File: src/rtl/irqc_pkg.sv
package irqc_pkg;
  localparam int ID_W  = 4;
  localparam int LVL_W = 3;

  typedef enum logic [1:0] {ST_IDLE, ST_CONT, ST_RES, ST_DONE} irqc_state_e;

  // A contender leaves when the line carries a 1 it did not drive.
  function automatic logic loses_bit(input logic my_bit, input logic line);
    return line & ~my_bit;
  endfunction

  function automatic logic level_hit(input logic pend, input logic [LVL_W-1:0] lvl,
                                     input logic [LVL_W-1:0] ack);
    return pend && (lvl == ack);
  endfunction
endpackage

File: src/rtl/irqc_seq.sv
module irqc_seq
  import irqc_pkg::*;
#(
  parameter int BITS = 4
) (
  input  logic                    clk,
  input  logic                    rst_n,
  input  logic                    ack_start,
  output logic                    load,
  output logic                    step,
  output logic [$clog2(BITS)-1:0] bit_idx,
  output logic                    in_res,
  output logic                    in_done,
  output logic                    busy
);
  localparam int BW = $clog2(BITS);
  localparam logic [BW-1:0] TOP_BIT = BW'(BITS - 1);

  irqc_state_e state;

  always_ff @(posedge clk) begin
    if (!rst_n) begin
      state   <= ST_IDLE;
      bit_idx <= '0;
    end else begin
      case (state)
        ST_IDLE: if (ack_start) begin
          state   <= ST_CONT;
          bit_idx <= TOP_BIT;
        end
        ST_CONT: begin
          if (bit_idx == '0) state <= ST_RES;
          else bit_idx <= bit_idx - 1'b1;
        end
        ST_RES:  state <= ST_DONE;
        default: state <= ST_IDLE;
      endcase
    end
  end

  assign load    = (state == ST_IDLE) && ack_start;
  assign step    = (state == ST_CONT);
  assign in_res  = (state == ST_RES);
  assign in_done = (state == ST_DONE);
  assign busy    = (state != ST_IDLE);
endmodule

File: src/rtl/irqc_contender.sv
module irqc_contender
  import irqc_pkg::*;
(
  input  logic             clk,
  input  logic             rst_n,
  input  logic             load,
  input  logic             step,
  input  logic [1:0]       bit_idx,
  input  logic             line,
  input  logic [ID_W-1:0]  id_in,
  input  logic [LVL_W-1:0] lvl_in,
  input  logic             pend_in,
  input  logic [LVL_W-1:0] ack_level,
  output logic             drive,
  output logic             active,
  output logic [ID_W-1:0]  id_q
);
  logic my_bit;
  assign my_bit = id_q[bit_idx];
  assign drive  = active & my_bit & step;

  always_ff @(posedge clk) begin
    if (!rst_n) begin
      active <= 1'b0;
      id_q   <= '0;
    end else if (load) begin
      active <= level_hit(pend_in, lvl_in, ack_level);
      id_q   <= id_in;
    end else if (step && loses_bit(my_bit, line)) begin
      active <= 1'b0;
    end
  end
endmodule

File: src/rtl/irq_contend_arb.sv
module irq_contend_arb
  import irqc_pkg::*;
#(
  parameter int N = 4
) (
  input  logic               clk,
  input  logic               rst_n,
  input  logic               ack_start,
  input  logic [LVL_W-1:0]   ack_level,
  input  logic [ID_W*N-1:0]  mod_id,
  input  logic [LVL_W*N-1:0] mod_level,
  input  logic [N-1:0]       mod_pend,
  output logic [N-1:0]       grant,
  output logic               spurious,
  output logic               done,
  output logic               cfg_dup_err
);
  logic            load, step, in_res, in_done, busy;
  logic [1:0]      bit_idx;
  logic [N-1:0]    drive_vec, active_vec;
  logic [ID_W-1:0] id_q [N];
  logic            bus_line;
  logic [ID_W-1:0] win_id;
  logic            surv_none, surv_one, surv_many;

  irqc_seq #(.BITS(ID_W)) seq_i (
    .clk(clk), .rst_n(rst_n), .ack_start(ack_start),
    .load(load), .step(step), .bit_idx(bit_idx),
    .in_res(in_res), .in_done(in_done), .busy(busy)
  );

  for (genvar i = 0; i < N; i++) begin : g_mod
    irqc_contender cont_i (
      .clk(clk), .rst_n(rst_n), .load(load), .step(step),
      .bit_idx(bit_idx), .line(bus_line),
      .id_in(mod_id[ID_W*i +: ID_W]),
      .lvl_in(mod_level[LVL_W*i +: LVL_W]),
      .pend_in(mod_pend[i]), .ack_level(ack_level),
      .drive(drive_vec[i]), .active(active_vec[i]), .id_q(id_q[i])
    );
  end

  assign bus_line = |drive_vec;

  always_comb begin
    win_id = '0;
    for (int i = 0; i < N; i++)
      if (active_vec[i]) win_id = win_id | id_q[i];
  end

  assign surv_none = (active_vec == '0);
  assign surv_one  = ($countones(active_vec) == 1);
  assign surv_many = !surv_none && !surv_one;

  assign grant       = (in_res && surv_one && win_id != '0) ? active_vec : '0;
  assign spurious    = in_res && (surv_none || (surv_one && win_id == '0));
  assign cfg_dup_err = in_res && surv_many;
  assign done        = in_done;
endmodule

File: config.mk
export PLATFORM = sky130hd
export DESIGN_NAME = irq_contend_arb
export DESIGN_NICKNAME = d
export VERILOG_FILES = /design/src/rtl/irqc_pkg.sv /design/src/rtl/irqc_seq.sv /design/src/rtl/irqc_contender.sv /design/src/rtl/irq_contend_arb.sv
export SDC_FILE = /design/constraint.sdc
export NUM_CORES = 1
export LEC_CHECK = 0
export BUFFER_PORTS_ARGS = -buffer_cell sky130_fd_sc_hd__buf_2
export CAP_MARGIN = 20
export CORE_MARGIN = 5
export CORE_UTILIZATION = 52
export CTS_CLUSTER_DIAMETER = 200
export DETAILED_ROUTE_END_ITERATION = 8
export PLACE_DENSITY_LB_ADDON = 0.08
export SYNTH_ARGS = -nofsm -noshare
export SYNTH_HDL_FRONTEND = slang
export SYNTH_SLANG_ARGS = --single-unit
File: constraint.sdc
create_clock -name clk -period 3.05 [get_ports clk]
set_input_delay 0.61 -clock clk [delete_from_list [all_inputs] [get_ports clk]]
set_output_delay 0.61 -clock clk [all_outputs]
set_load 0.03 [all_outputs]
* Word level (Yosys, flattened, before mapping)
Cells that the tools add are included.
Operators by class: $add $sub $neg 4, multipliers 0, div/mod/pow operators 0, magnitude comparators 1, eq/ne operators 11, shifts and indexed selects 0, multiplexer cells 27, bitwise gates (word level) 19, reduce and logical (&&, ||, !) cells 31
Operators with widths (number):
- $mux W4 | 5
- $logic_and A1 B1 Y1 | 15
- $and A1 B1 Y1 | 12
- $eq A3 B3 Y1 | 4
- $mux W1 | 12
- $or A4 B4 Y4 | 3
- $reduce_bool A2 Y1 | 5
- $bmux W1 S2 | 4
- $logic_not A4 Y1 | 2
- $mux W2 | 4
- $ne A2 B2 Y1 const B | 3
- $pmux W2 S3 | 1
- $add A1 B1 Y2 | 2
- $eq A2 B2 Y1 const B | 2
- $logic_not A2 Y1 | 2
- $not A1 Y1 | 4
- $pmux W2 S2 | 1
- $reduce_bool A4 Y1 | 1
- $reduce_or A4 Y1 | 1
- $add A2 B2 Y3 | 1
- $eq A3 B1 Y1 const B | 1
- $lt A2 B3 Y1 const B | 1
- $reduce_and A3 Y1 | 1
- $eq A2 B1 Y1 const B | 1
- 4 further kinds | 5
Word-level totals: flip-flop bits (word level) 24, bits in latches 0, bits in writable memories 0, ROM bits 0, input bits 38, output and inout port bits 7, logic and storage cells 103, memories 0

* Logic depth before layout (Yosys ltp)
depth in word-level cells 11, depth in mapped cells 9, mapped depth without buffers 9

* Hierarchy
A second synthesis with hierarchy kept.
Second synthesis, totals: cell total of the unflattened synthesis 181, area total of the unflattened synthesis 1657.8 um2
Modules (own cells, without submodules):
- irqc_contender | times used 4, cells each 30, area each 280.3 um2, sequential area each 100.1 um2
- irqc_seq | times used 1, cells each 34, area each 312.8 um2, sequential area each 80.1 um2
- irq_contend_arb | times used 1, cells each 27, area each 224.0 um2, sequential area each 0.0 um2

* Worst setup path after synthesis
No wires, ideal clock.
kind register to output, start register g_mod[0].cont_i.active, end output port spurious, arrival 2.473 ns, required time 2.440 ns, slack -0.033 ns, cell stages (with the launch flop) 9, buffers on the path 0, cells stage by stage dfxtp_1 > inv_1 > fa_1 > inv_1 > ha_1 > ha_1 > nor3b_1 > nand2_1 > o21ai_0
On the way: longest elaborated chain between the ends 11, elaborated cells on any way between the ends 15, those cells by class add/sub (2); eq/ne (1); mux (4); bitwise (3); reduce/logical (5)
Ends and longest elaborated chain:
- from (decl) | RTL line irqc_contender.sv:15 | output logic active,
- from (signal assigned) | RTL line irqc_contender.sv:27 | active <= level_hit(pend_in, lvl_in, ack_level);
- $mux W4 | RTL line irq_contend_arb.sv:48 | if (active_vec[i]) win_id = win_id | id_q[i];
- $or A4 B4 Y4 | RTL line irq_contend_arb.sv:48
- $mux W4 | RTL line irq_contend_arb.sv:48
- $or A4 B4 Y4 | RTL line irq_contend_arb.sv:48
- $mux W4 | RTL line irq_contend_arb.sv:48
- $or A4 B4 Y4 | RTL line irq_contend_arb.sv:48
- $mux W4 | RTL line irq_contend_arb.sv:48
- $logic_not A4 Y1 | RTL line irq_contend_arb.sv:56 | assign spurious = in_res && (surv_none || (surv_one && win_id == '0));
- $logic_and A1 B1 Y1 | RTL line irq_contend_arb.sv:56
- $logic_or A1 B1 Y1 * | RTL line irq_contend_arb.sv:56
- $logic_and A1 B1 Y1 * | RTL line irq_contend_arb.sv:56
- to (decl) | RTL line irq_contend_arb.sv:14 | output logic spurious,
Mark *: on every way between the ends. The rest lies on a longest branch, timed or not.

* Worst setup path after layout
start register g_mod[3].cont_i.active, end output port grant[0]
On the way: longest elaborated chain between the ends 6, elaborated cells on any way between the ends 8, those cells by class add/sub (2); eq/ne (1); mux (2); reduce/logical (3)
Ends and longest elaborated chain:
- from (decl) | RTL line irqc_contender.sv:15
- from (signal assigned) | RTL line irqc_contender.sv:27
- $add A1 B1 Y2 (not written as such) | RTL line irq_contend_arb.sv:52 | assign surv_one = ($countones(active_vec) == 1);
- $add A2 B2 Y3 (not written as such) | RTL line irq_contend_arb.sv:52
- $eq A3 B1 Y1 | RTL line irq_contend_arb.sv:52
- $logic_and A1 B1 Y1 | RTL line irq_contend_arb.sv:55 | assign grant = (in_res && surv_one && win_id != '0) ? active_vec : '0;
- $logic_and A1 B1 Y1 * | RTL line irq_contend_arb.sv:55
- $mux W4 * | RTL line irq_contend_arb.sv:55
- to (decl) | RTL line irq_contend_arb.sv:13 | output logic [N-1:0] grant,
Marked as above.

==> insert_results.sql <==
INSERT INTO impl_metrics (metric_group, metric, value, unit) VALUES
('status', 'run_status', 'complete, but fails checks', ''),
('status', 'failed_checks', 'negative setup slack', ''),
('placement', 'gpl.final_weighted_congestion', '0.879', ''),
('die', 'die_area', '4250', 'µm²'),
('worst_hold_path', 'whs_endpoint', 'g_mod[2].cont_i.id_q[1]', ''),
('drt', 'wl_per_cell', '13.5', 'µm'),
('global_routing', 'first_global_vias', '1450', ''),
('clocking', 'cts_inserted_buffers', '3', ''),
('drt', 'detail-route-antenna-nets', '0', ''),
('pwr', 'cellLeakagePower', '0.846', 'nW'),
('critical_path', 'r2r_setup_slack', '1020', 'ps'),
('global_routing', 'track_usage', '0.175', ''),
('global_routing', 'grt_start_max_net_pins', '31', ''),
('synth', 'mappedNetlistArea', '1580', 'µm²'),
('synth', 'post_synth_inst_count', '194', ''),
('clocking', 'htree_levels', '1', ''),
('sta', 'rsz_0062_raised_after_global_routing', 'true', ''),
('sta', 'setup_viol', '4', ''),
('drt', 'routed_wire_length', '3.66', 'mm'),
('synth', 'ys_warn_count', '0', ''),
('synth', 'async_reset_ff_frac', '0', ''),
('critical_path', 'critical_path.reg2reg.startpoint', 'seq_i.state[0]', ''),
('critical_path', 'start_kind', 'flip-flop', ''),
('die', 'die_w', '65.2', 'µm'),
('sta', 'maxSlewHeadroom', '0.535', ''),
('sta', 'timing.clock.skew', '4.96', 'ps'),
('synth', 'syn-mean-instance-area', '8.17', 'µm²'),
('synth', 'number_of_enable_flip_flop_cells_after_synthesis', '0', ''),
('drt', 'drc', '0', ''),
('critical_path', 'worst_ep_required_time', '2440', 'ps'),
('clocking', 'clk_lat_worst_skew', '320', 'ps'),
('clocking', 'tritoncts_num_sinks', '24', ''),
('synth', 'synth.net_count', '242', ''),
('cells_and_area', 'leading_cell_types_in_the_layout_fill_and_taps_excluded', '43 x sky130_fd_sc_hd__nand2_1, 38 x sky130_fd_sc_hd__buf_2, 21 x sky130_fd_sc_hd__dfxtp_1, 18 x sky130_fd_sc_hd__a21boi_0, 12 x sky130_fd_sc_hd__xor2_1', ''),
('die', 'floorplan.io_pins', '45', ''),
('clocking', 'cts.reportedPaths.clkPinSlew', '130', 'ps'),
('pwr', 'finalPower', '1.19', 'mW'),
('cells_and_area', 'final_nets', '287', ''),
('clocking', 'clock_tree.root_cell', 'sky130_fd_sc_hd__clkbuf_4', ''),
('drt', 'vias', '1487', ''),
('critical_path', 'timing.critical_path.fanout_max', '4', ''),
('sta', 'worst_slew_pin_slew', '695', 'ps'),
('sta', 'maxClockFrequency', '326', 'MHz'),
('placement', 'post-place-ws', '86.8', 'ps'),
('synth', 'synth.ff_latch_count', '24', ''),
('sta', 'drv_slew', '0', ''),
('run', 'timing.max_cap.violations', '0', ''),
('synth', 'synth_cell_types', '37', ''),
('critical_path', 'critical_path_class', 'reg -> out', ''),
('worst_hold_path', 'hold_path.startpoint', 'g_mod[2].cont_i.id_q[1]', ''),
('worst_hold_path', 'min_delay_path_depth', '2', ''),
('clocking', 'max-clock-path-buffers', '2', ''),
('cells_and_area', 'layout-drive-gt1-share', '0.315', ''),
('sta', 'finalCritPeriodShare', '1.01', ''),
('cells_and_area', 'num_antenna_cells', '0', ''),
('worst_hold_path', 'holdCritPathClass', 'reg -> reg', ''),
('cells_and_area', 'area.growth.synth_to_final', '24.2', '%'),
('critical_path', 'reg2regPathDepth', '6', ''),
('die', 'fp.dieH', '65.2', 'µm'),
('placement', 'place.detailed.hpwl', '2.71', 'mm'),
('sta', 'finalWorstPathRequiredPeriod', '3070', 'ps'),
('drt', 'drt_first_iter_violations', '60', ''),
('critical_path', 'endpoint_kind', 'output port', ''),
('sta', 'final-hold-violation-count', '0', ''),
('die', 'core_region', '2980', 'µm²'),
('pwr', 'pwr_density_cell', '605', 'nW/µm²'),
('cells_and_area', 'filler_cell_count', '261', ''),
('sta', 'postLayoutSetupSlackWorst', '-16.4', 'ps'),
('synth', 'synth.yosys.seq_area_share', '0.303', ''),
('clocking', 'cts_tree', 'done', ''),
('placement', 'port-buffer-count', '44', '');
-- power breakdown --
group,leakage (nW),total [mW],internal [mW],switching (mW)
clock network,0.0210,0.168,0.0730,0.0954
logic,0.626,0.550,0.237,0.312
registers,0.198,0.474,0.385,0.0889
-- logic make-up (layout without fill, tap and decap cells) --
kind of cell             count (synthesis)  count (layout)  synth area share
AND/OR/NAND/NOR                         82              82             0.242
AO/OA/AOI/OAI                           40              40             0.193
flip-flops                              24              24             0.303
buffers and inverters                   19              63            0.0505
XOR/XNOR                                12              12            0.0664
multiplexers                             7               7            0.0608
adder cells (fa/ha/maj)                 10              10            0.0837
-- worst max-delay path, cell delays in order (launching register included) --
cell and delay (ps):
sky130_fd_sc_hd__dfxtp_2 360, sky130_fd_sc_hd__inv_2 40, sky130_fd_sc_hd__fa_1 520, sky130_fd_sc_hd__inv_1 40
sky130_fd_sc_hd__ha_2 190, sky130_fd_sc_hd__ha_4 220, sky130_fd_sc_hd__nor3b_4 210, sky130_fd_sc_hd__nand2_2 110
sky130_fd_sc_hd__nor2b_4 160, sky130_fd_sc_hd__and2_4 160, sky130_fd_sc_hd__buf_6 120
-- flip-flops by register name (all words and copies together) (netlist names) --
name                 flops
g_mod.cont_i.id_q       16
seq_i.state              2
g_mod.cont_i.active      4
seq_i.bit_idx            2
-- through the flow --
step	instances	TNS [ps]	util	area, µm²
4_1_cts	272	-131	0.651	1940
3_3_place_gp	265	0	0.613	1830
3_5_place_dp	265	0	0.613	1830
2_1_floorplan	194	0	-	1580
5_1_grt	271	-560	0.661	1970
6_report	271	-54.9	0.661	1970
-- cells in the mapped netlist (2+ instances only) --
cell type,count,share of area
sky130_fd_sc_hd__xor2_1,12,0.066
sky130_fd_sc_hd__nand2b_1,2,0.0079
sky130_fd_sc_hd__ha_1,9,0.071
sky130_fd_sc_hd__nand4_1,7,0.028
sky130_fd_sc_hd__a21boi_0,18,0.085
sky130_fd_sc_hd__inv_1,10,0.024
sky130_fd_sc_hd__o41ai_1,4,0.022
sky130_fd_sc_hd__a21oi_1,2,0.0063
sky130_fd_sc_hd__nor2b_1,4,0.016
sky130_fd_sc_hd__mux2i_1,4,0.025
sky130_fd_sc_hd__nor2_1,9,0.021
sky130_fd_sc_hd__o22a_1,2,0.011
sky130_fd_sc_hd__and2_1,6,0.024
sky130_fd_sc_hd__dfxtp_1,24,0.30
sky130_fd_sc_hd__clkbuf_1,6,0.014
sky130_fd_sc_hd__nand3_1,3,0.0095
sky130_fd_sc_hd__nand2_1,44,0.10
sky130_fd_sc_hd__mux4_2,2,0.028
sky130_fd_sc_hd__o21ai_0,6,0.019
sky130_fd_sc_hd__nor3_1,3,0.0095
-- layout make-up --
type / count / area, µm² / share of cell area
repair buffers: 49 / 292 / 0.148
clock buffers: 4 / 36.3 / 0.0184
inverters: 10 / 37.5 / 0.0191
multi-input cells: 151 / 1080 / 0.547
well taps: 33 / 41.3 / 0.0210
flip-flops and latches: 24 / 484 / 0.246
-- how the worst max path moves through the flow --
stage	to	slack, ps	start
finish	grant[0]	-20	g_mod[3].cont_i.active
global route	grant[0]	-140	g_mod[3].cont_i.active
CTS	grant[2]	-40	g_mod[3].cont_i.active
detailed placement	grant[0]	90	g_mod[0].cont_i.active
global placement	grant[3]	230	g_mod[0].cont_i.active
floorplan	grant[0]	190	g_mod[0].cont_i.active
-- per-layer routing --
metal	wire length, µm	part of all wire	track usage
met3	287	0.079	0.0256
met1	1560	0.43	0.216
met2	1750	0.48	0.307
met5	0	0	0
met4	57	0.016	0.0648
-- what timing repair did --
action                                  in CTS  in global routing
gates resized for setup                     18                 13
setup buffers                                3                  0
hold buffers                                 0                  0
endpoints found under the setup margin       5                  6
pin swaps                                    7                  4
No activity file was read; power rests on OpenSTA's default activity.
